$ cat config.mk
export PLATFORM = sky130hd
export DESIGN_NAME = sdram_ctrl
export DESIGN_NICKNAME = d
export VERILOG_FILES = /design/src/rtl/sdr_pkg.sv /design/src/rtl/sdr_refresh_timer.sv /design/src/rtl/sdr_rd_capture.sv /design/src/rtl/sdram_ctrl.sv
export SDC_FILE = /design/constraint.sdc
export NUM_CORES = 1
export LEC_CHECK = 0
export ABC_AREA = 1
export CORE_ASPECT_RATIO = 0.8
export CORE_MARGIN = 4
export CORE_UTILIZATION = 35
export CTS_CLUSTER_SIZE = 10
export DETAILED_ROUTE_END_ITERATION = 7
export DONT_BUFFER_PORTS = 1
export GPL_ROUTABILITY_DRIVEN = 0
export SYNTH_ARGS = -nofsm -noshare
export SYNTH_HDL_FRONTEND = slang
export SYNTH_SLANG_ARGS = --single-unit
$ cat constraint.sdc
create_clock -name clk -period 1.8 [get_ports clk]
set_input_delay 0 -clock clk [delete_from_list [all_inputs] [get_ports clk]]
set_output_delay 0 -clock clk [all_outputs]
set_load 0.03 [all_outputs]
$ cat src/rtl/sdr_pkg.sv
package sdr_pkg;

    // pin order {cs_n, ras_n, cas_n, we_n}
    typedef enum logic [3:0] {
        CMD_MRS   = 4'b0000,
        CMD_REF   = 4'b0001,
        CMD_PRE   = 4'b0010,
        CMD_ACT   = 4'b0011,
        CMD_WR    = 4'b0100,
        CMD_RD    = 4'b0101,
        CMD_NOP   = 4'b0111,
        CMD_DESEL = 4'b1111
    } sdr_cmd_e;

    typedef enum logic [2:0] {
        ST_PWRUP,
        ST_INIT_REF1,
        ST_INIT_REF2,
        ST_INIT_MRS,
        ST_IDLE,
        ST_COLUMN
    } sdr_state_e;

endpackage

$ cat src/rtl/sdr_refresh_timer.sv
module sdr_refresh_timer #(
    parameter int INTERVAL = 1560
) (
    input  logic clk,
    input  logic rst,
    input  logic ack,
    output logic pending
);
    localparam int CW = $clog2(INTERVAL + 1);

    logic [CW-1:0] cnt_d, cnt_q;
    logic          pend_d, pend_q;

    always_comb begin
        cnt_d  = cnt_q + 1'b1;
        pend_d = pend_q;
        if (ack) begin
            pend_d = 1'b0;
        end
        if (cnt_q == CW'(INTERVAL - 1)) begin
            cnt_d  = '0;
            pend_d = 1'b1;
        end
    end

    always_ff @(posedge clk) begin
        if (rst) begin
            cnt_q  <= '0;
            pend_q <= 1'b0;
        end else begin
            cnt_q  <= cnt_d;
            pend_q <= pend_d;
        end
    end

    assign pending = pend_q;
endmodule

$ cat src/rtl/sdr_rd_capture.sv
module sdr_rd_capture #(
    parameter int CAS_LAT = 2,
    parameter int DW      = 64
) (
    input  logic          clk,
    input  logic          rst,
    input  logic          rd_issue,
    input  logic [DW-1:0] dq_in,
    output logic          rd_valid,
    output logic [DW-1:0] rd_data
);
    logic [CAS_LAT-1:0] pipe_d, pipe_q;
    logic               vld_d, vld_q;
    logic [DW-1:0]      data_d, data_q;

    generate
        if (CAS_LAT == 1) begin : g_short
            always_comb pipe_d = rd_issue;
        end else begin : g_long
            always_comb pipe_d = {pipe_q[CAS_LAT-2:0], rd_issue};
        end
    endgenerate

    always_comb begin
        vld_d  = pipe_q[CAS_LAT-1];
        data_d = pipe_q[CAS_LAT-1] ? dq_in : data_q;
    end

    always_ff @(posedge clk) begin
        if (rst) begin
            pipe_q <= '0;
            vld_q  <= 1'b0;
            data_q <= '0;
        end else begin
            pipe_q <= pipe_d;
            vld_q  <= vld_d;
            data_q <= data_d;
        end
    end

    assign rd_valid = vld_q;
    assign rd_data  = data_q;
endmodule

$ cat src/rtl/sdram_ctrl.sv
module sdram_ctrl
    import sdr_pkg::*;
#(
    parameter int DW           = 64,
    parameter int BANK_W       = 2,
    parameter int ROW_W        = 12,
    parameter int COL_W        = 8,
    parameter int CAS_LAT      = 2,
    parameter int PWRUP_CYC    = 10000,
    parameter int REF_INTERVAL = 1560,
    parameter int T_RCD        = 2,
    parameter int T_RP         = 2,
    parameter int T_RC         = 7,
    parameter int T_WR         = 2,
    parameter int T_MRD        = 2,
    localparam int BE_W        = DW / 8,
    localparam int AW          = BANK_W + ROW_W + COL_W
) (
    input  logic              clk,
    input  logic              rst,
    input  logic              host_valid,
    output logic              host_ready,
    input  logic              host_write,
    input  logic [AW-1:0]     host_addr,
    input  logic [DW-1:0]     host_wdata,
    input  logic [BE_W-1:0]   host_be,
    output logic              rd_valid,
    output logic [DW-1:0]     rd_data,
    output logic              sd_cke,
    output logic              sd_cs_n,
    output logic              sd_ras_n,
    output logic              sd_cas_n,
    output logic              sd_we_n,
    output logic [BANK_W-1:0] sd_ba,
    output logic [ROW_W-1:0]  sd_addr,
    output logic [BE_W-1:0]   sd_dqm,
    output logic [DW-1:0]     sd_dq_out,
    output logic              sd_dq_oe,
    input  logic [DW-1:0]     sd_dq_in
);
    localparam int GAP_RC   = T_RC - T_RCD;
    localparam int GAP_RD0  = (GAP_RC > T_RP) ? GAP_RC : T_RP;
    localparam int RD_GAP   = (GAP_RD0 > CAS_LAT) ? GAP_RD0 : CAS_LAT;
    localparam int GAP_WR0  = T_WR + T_RP;
    localparam int WR_GAP   = (GAP_RC > GAP_WR0) ? GAP_RC : GAP_WR0;
    localparam int CNT_W    = $clog2(PWRUP_CYC + T_RC + RD_GAP + WR_GAP + 1);
    localparam bit MASK_LAG = (CAS_LAT > 2);
    localparam int AP_BIT   = 10;

    typedef struct packed {
        sdr_state_e           st;
        logic [CNT_W-1:0]     cnt;
        sdr_cmd_e             cmd;
        logic                 cke;
        logic [BANK_W-1:0]    ba;
        logic [ROW_W-1:0]     a;
        logic [BE_W-1:0]      dqm;
        logic                 oe;
        logic [DW-1:0]        dout;
        logic                 req_wr;
        logic [AW-1:0]        req_addr;
        logic [DW-1:0]        req_wdata;
        logic [BE_W-1:0]      req_be;
        logic                 mask_pend;
        logic [BE_W-1:0]      mask_val;
    } regs_t;

    regs_t r_q, r_d;
    logic  ref_pending;
    logic  ref_ack;
    logic  ready_int;

    sdr_refresh_timer #(
        .INTERVAL (REF_INTERVAL)
    ) u_refresh (
        .clk     (clk),
        .rst     (rst),
        .ack     (ref_ack),
        .pending (ref_pending)
    );

    sdr_rd_capture #(
        .CAS_LAT (CAS_LAT),
        .DW      (DW)
    ) u_capture (
        .clk      (clk),
        .rst      (rst),
        .rd_issue (r_q.cmd == CMD_RD),
        .dq_in    (sd_dq_in),
        .rd_valid (rd_valid),
        .rd_data  (rd_data)
    );

    assign ready_int = (r_q.st == ST_IDLE) && (r_q.cnt == '0) && !ref_pending;

    always_comb begin
        r_d       = r_q;
        r_d.cmd   = CMD_NOP;
        r_d.ba    = '0;
        r_d.a     = '0;
        r_d.dqm   = '1;
        r_d.oe    = 1'b0;
        r_d.dout  = '0;
        ref_ack   = 1'b0;

        if (r_q.mask_pend) begin
            r_d.dqm       = r_q.mask_val;
            r_d.mask_pend = 1'b0;
        end
        if (r_q.st == ST_PWRUP) begin
            r_d.cke = 1'b1;
        end

        if (r_q.cnt != '0) begin
            r_d.cnt = r_q.cnt - 1'b1;
        end else begin
            case (r_q.st)
                ST_PWRUP: begin
                    r_d.cmd       = CMD_PRE;
                    r_d.a[AP_BIT] = 1'b1;
                    r_d.cnt       = CNT_W'(T_RP - 1);
                    r_d.st        = ST_INIT_REF1;
                end
                ST_INIT_REF1: begin
                    r_d.cmd = CMD_REF;
                    r_d.cnt = CNT_W'(T_RC - 1);
                    r_d.st  = ST_INIT_REF2;
                end
                ST_INIT_REF2: begin
                    r_d.cmd = CMD_REF;
                    r_d.cnt = CNT_W'(T_RC - 1);
                    r_d.st  = ST_INIT_MRS;
                end
                ST_INIT_MRS: begin
                    r_d.cmd    = CMD_MRS;
                    r_d.a[6:4] = 3'(CAS_LAT);
                    r_d.cnt    = CNT_W'(T_MRD - 1);
                    r_d.st     = ST_IDLE;
                end
                ST_IDLE: begin
                    if (ref_pending) begin
                        r_d.cmd = CMD_REF;
                        r_d.cnt = CNT_W'(T_RC - 1);
                        ref_ack = 1'b1;
                    end else if (host_valid) begin
                        r_d.req_wr    = host_write;
                        r_d.req_addr  = host_addr;
                        r_d.req_wdata = host_wdata;
                        r_d.req_be    = host_be;
                        r_d.cmd       = CMD_ACT;
                        r_d.ba        = host_addr[AW-1 -: BANK_W];
                        r_d.a         = host_addr[COL_W +: ROW_W];
                        r_d.cnt       = CNT_W'(T_RCD - 1);
                        r_d.st        = ST_COLUMN;
                    end
                end
                ST_COLUMN: begin
                    r_d.ba             = r_q.req_addr[AW-1 -: BANK_W];
                    r_d.a[COL_W-1:0]   = r_q.req_addr[COL_W-1:0];
                    r_d.a[AP_BIT]      = 1'b1;
                    r_d.st             = ST_IDLE;
                    if (r_q.req_wr) begin
                        r_d.cmd  = CMD_WR;
                        r_d.oe   = 1'b1;
                        r_d.dout = r_q.req_wdata;
                        r_d.dqm  = ~r_q.req_be;
                        r_d.cnt  = CNT_W'(WR_GAP - 1);
                    end else begin
                        r_d.cmd = CMD_RD;
                        r_d.cnt = CNT_W'(RD_GAP - 1);
                        if (MASK_LAG) begin
                            r_d.mask_pend = 1'b1;
                            r_d.mask_val  = ~r_q.req_be;
                        end else begin
                            r_d.dqm = ~r_q.req_be;
                        end
                    end
                end
                default: r_d.st = ST_IDLE;
            endcase
        end
    end

    always_ff @(posedge clk) begin
        if (rst) begin
            r_q           <= '0;
            r_q.st        <= ST_PWRUP;
            r_q.cnt       <= CNT_W'(PWRUP_CYC - 1);
            r_q.cmd       <= CMD_DESEL;
            r_q.dqm       <= '1;
        end else begin
            r_q <= r_d;
        end
    end

    assign host_ready = ready_int;
    assign sd_cke     = r_q.cke;
    assign sd_cs_n    = r_q.cmd[3];
    assign sd_ras_n   = r_q.cmd[2];
    assign sd_cas_n   = r_q.cmd[1];
    assign sd_we_n    = r_q.cmd[0];
    assign sd_ba      = r_q.ba;
    assign sd_addr    = r_q.a;
    assign sd_dqm     = r_q.dqm;
    assign sd_dq_out  = r_q.dout;
    assign sd_dq_oe   = r_q.oe;
endmodule

==> summary.md <==
| Metric | Value |
|---|---|
| Status | `finished clean` |
| Cell taking the most area after synthesis | `dfxtp_1` |
| Clock slew seen by the registers of the worst setup and hold paths | `50 ps` |
| Io pins | `320` |
| Wire length per cell | `14.35 microns` |
| Root Driver | `clkbuf_16` |
| Max-cap viol count | `0` |
| Final Hold Fails | `0` |
| Fin crit period | `1713 ps` |
| Critical path launch point type | `flip-flop` |
| R2R cell count | `9` |
| Tot Pwr | `12,590 uW` |
| Reg2reg start | `r_q[196]$_SDFFE_PP1P_` |
| Worst Max-Slew Pin Slew | `876.0 ps` |
| Worst R2R End | `r_q[196]$_SDFFE_PP1P_` |
| Part of the power in registers | `47.9%` |
| Largest net degree at the start of global routing | `65` |
| FMAX | `583.9 MHz` |
| Static Leakage | `0.005736 uW` |
| GRT Total Usage | `15.52%` |
| Initial Util | `35.53%` |
| IO buf count | `0` |
| Core Region | `29,360 sq um` |
| Top Usage Layer GRT | `met2` |
| Register area share after synthesis | `52.02%` |
| Initial DRC count | `331` |
| Num rows | `56` |
| Combinational fraction of design power | `3.4%` |
| CP Data Required Time | `1800 ps` |
| Share of cells above drive strength 1 | `10.15%` |
| Synth async-reset ratio | `0%` |
| Cell Pwr Density | `979.6 nW/um^2` |
| Fill cell count | `2,819` |
| Syn Inst Count | `1,355` |
| Fin. max-slew vios | `0` |
| Max VDD drop | `630.6 uV` |
| Cell area after synthesis | `10,430 sq um` |
| Final ANT Viol Nets | `0` |
| Net Sw Frac | `20.15%` |
| Clk_lat worst skew | `500 ps` |
| Psw | `2536 uW` |
| Fin crit share | `95.15%` |
| Height of the die | `162.4 microns` |
| Maximum clock path buffer count | `3` |
| Vias | `8,214` |
| Top cells by instance count after synthesis | `368 x nor2_1, 271 x dfxtp_1, 230 x nand2_1` |
| Worst reg-to-reg setup slack | `160 ps` |
| Hold Slack | `175.2 ps` |
| CP Capture Type | `output pin` |
| Synth warnings | `0` |
| HPWL after detailed placement | `17.01 mm` |
| RSZ-0062 raised after global routing | `false` |
| Grt ovf | `0` |
| Global-route wire length before repair | `42.08 mm` |
| Total CTS buffers | `34` |
| Syn avg cell area | `7.697 sq um` |
| DR pass1 iterations | `7` |
| Area delta synth->final | `23.18%` |
| Worst Setup SP | `r_q[196]$_SDFFE_PP1P_` |
| Internal power | `10,050 uW` |
| Final Skew | `15.16 ps` |
| Top cells by area, synth | `dfxtp_1 52%, nor2_1 13%, nand2_1 8.3%, buf_4 6.3%, inv_1 4.0%` |
| GR Util met2 | `25.97%` |
| Nets | `1,594` |
| Vias in the first global route | `8,191` |
| Post-synth EDFFs | `0` |
| Max transition margin | `41.41%` |
| Initial antenna violation count | `3` |
| Finished Core Util | `43.76%` |
| Worst hold path class | `input port to flip-flop` |
| # clock sinks | `271` |
| Most numerous cell in the Yosys netlist | `nor2_1` |
| Syn_nets | `1,519` |
| Drt total wl | `26.10 mm` |
| CTS tree | `yes` |
| Chip Width | `201 microns` |
| Critical Path Sink | `host_ready` |
| Grt met1 use | `18.92%` |
| # setup viols final | `0` |
| Die area | `32,640 sq um` |
| Yosys cell types | `32` |
| H-tree Lvls | `2` |
| Top_reg_cell synth | `dfxtp_1` |
| CP Max Fanout | `5` |
| Global Route met3 Usage | `5.037%` |
| Worst Setup Path Type | `flip-flop to output pin` |
| Clk pwr share | `48.7%` |
| Hold Path Depth | `3` |
| Setup TNS | `0 ps` |
| CP Data Arrival Time | `1710 ps` |
| Yosys top cell area share | `52.02%` |
| Post-synthesis register bit count | `271` |
| Vias/cell | `4.516` |
| # DRC | `0` |
## power by group through the flow
stage          Combinational, uW  Clock (uW)  Sequential (uW)
3_3_place_gp                 117           0             6160
3_5_place_dp                 118           0             6160
4_1_cts                      424        6340             6030
2_1_floorplan               84.7           0             6160
6_report                     427        6130             6030
5_1_grt                      462        6590             6030
## state kept, by name, summed over array words and instances (netlist names), 2 cells and up
signal	count
r_q	100
sd_dqm	8
sd_ba	2
u_refresh.cnt_q	11
sd_dq_out	64
u_capture.rd_data	64
sd_addr	12
u_capture.pipe_q	2
## cell type report
type / instances / area [sq um] / area share, %
multi-input combinational: 818 / 3593 / 27.97
tap: 377 / 471.7 / 3.672
inverter: 119 / 449.2 / 3.496
clock inverter: 2 / 13.76 / 0.1071
antenna: 3 / 7.507 / 0.05843
timing repair buffer: 186 / 1907 / 14.84
clock buffer: 43 / 978.4 / 7.616
sequential: 271 / 5426 / 42.24
## routing by layer
metal | vias to the layer above | part of all wire (%) | wire length [microns]
li1 | 4159 | - | -
met3 | 58 | 8.0 | 2096
met2 | 326 | 47 | 12230
met4 | 0 | 2.9 | 748
met5 | - | 0 | 0
met1 | 3671 | 42 | 11030
## worst min-delay path by stage
stage,from,end
after detailed placement,rst,sd_cs_n$_SDFF_PP1_
after floorplan,rst,sd_cs_n$_SDFF_PP1_
after global placement,rst,sd_cs_n$_SDFF_PP1_
after CTS,host_addr[16],sd_addr[8]$_SDFF_PP0_
final,host_addr[16],sd_addr[8]$_SDFF_PP0_
after global routing,host_addr[16],sd_addr[8]$_SDFF_PP0_
## cells in the final DEF (no fill, tap or decap), types with 3 or more instances in the layout
cell type	n
inv_2	8
clkbuf_1	3
clkbuf_8	3
buf_4	15
or2_2	3
xor2_1	5
a21oi_1	10
a22oi_1	9
dlygate4sd3_1	161
o21ai_0	70
nor2_1	366
buf_12	8
diode_2	3
nand2_1	229
nor3_1	5
nand3_1	37
inv_1	110
dfxtp_1	270
nor2_4	5
nand4_1	8
nand3_4	3
nor2_2	53
a21o_1	3
clkbuf_16	37
## critical path, cell delays in order (launching register included)
cell and delay, ps:
dfxtp_1 320, inv_1 80, ha_2 210, nand2_4 90, nor2_4 110, nand3_4 120
nor2_2 140, buf_6 150
## per-stage QoR
step	setup WS [ps]	area, sq um	cells
2_1_floorplan	168.3	10430	1355
3_3_place_gp	115.3	10210	1610
3_5_place_dp	44.61	10210	1610
4_1_cts	7.622	12810	1816
5_1_grt	4.441	12850	1819
6_report	87.28	12850	1819
## cells by family after synthesis
family / synth area share [%]
simple gates: 28.38
flops: 52.02
compound gates: 4.990
fa+ha+maj: 0.2399
xor+xnor: 0.5038
buf+inv: 13.87
## timing repair
| action | CTS | global route |
|---|---|---|
| setup endpoints to repair | 1 | 57 |
| hold endpoints to repair | 261 | 0 |
| resized for setup | 1 | 7 |
| buffers inserted | 0 | 0 |
| hold buffers | 161 | 0 |
No activity file was read; power rests on OpenSTA's default activity.
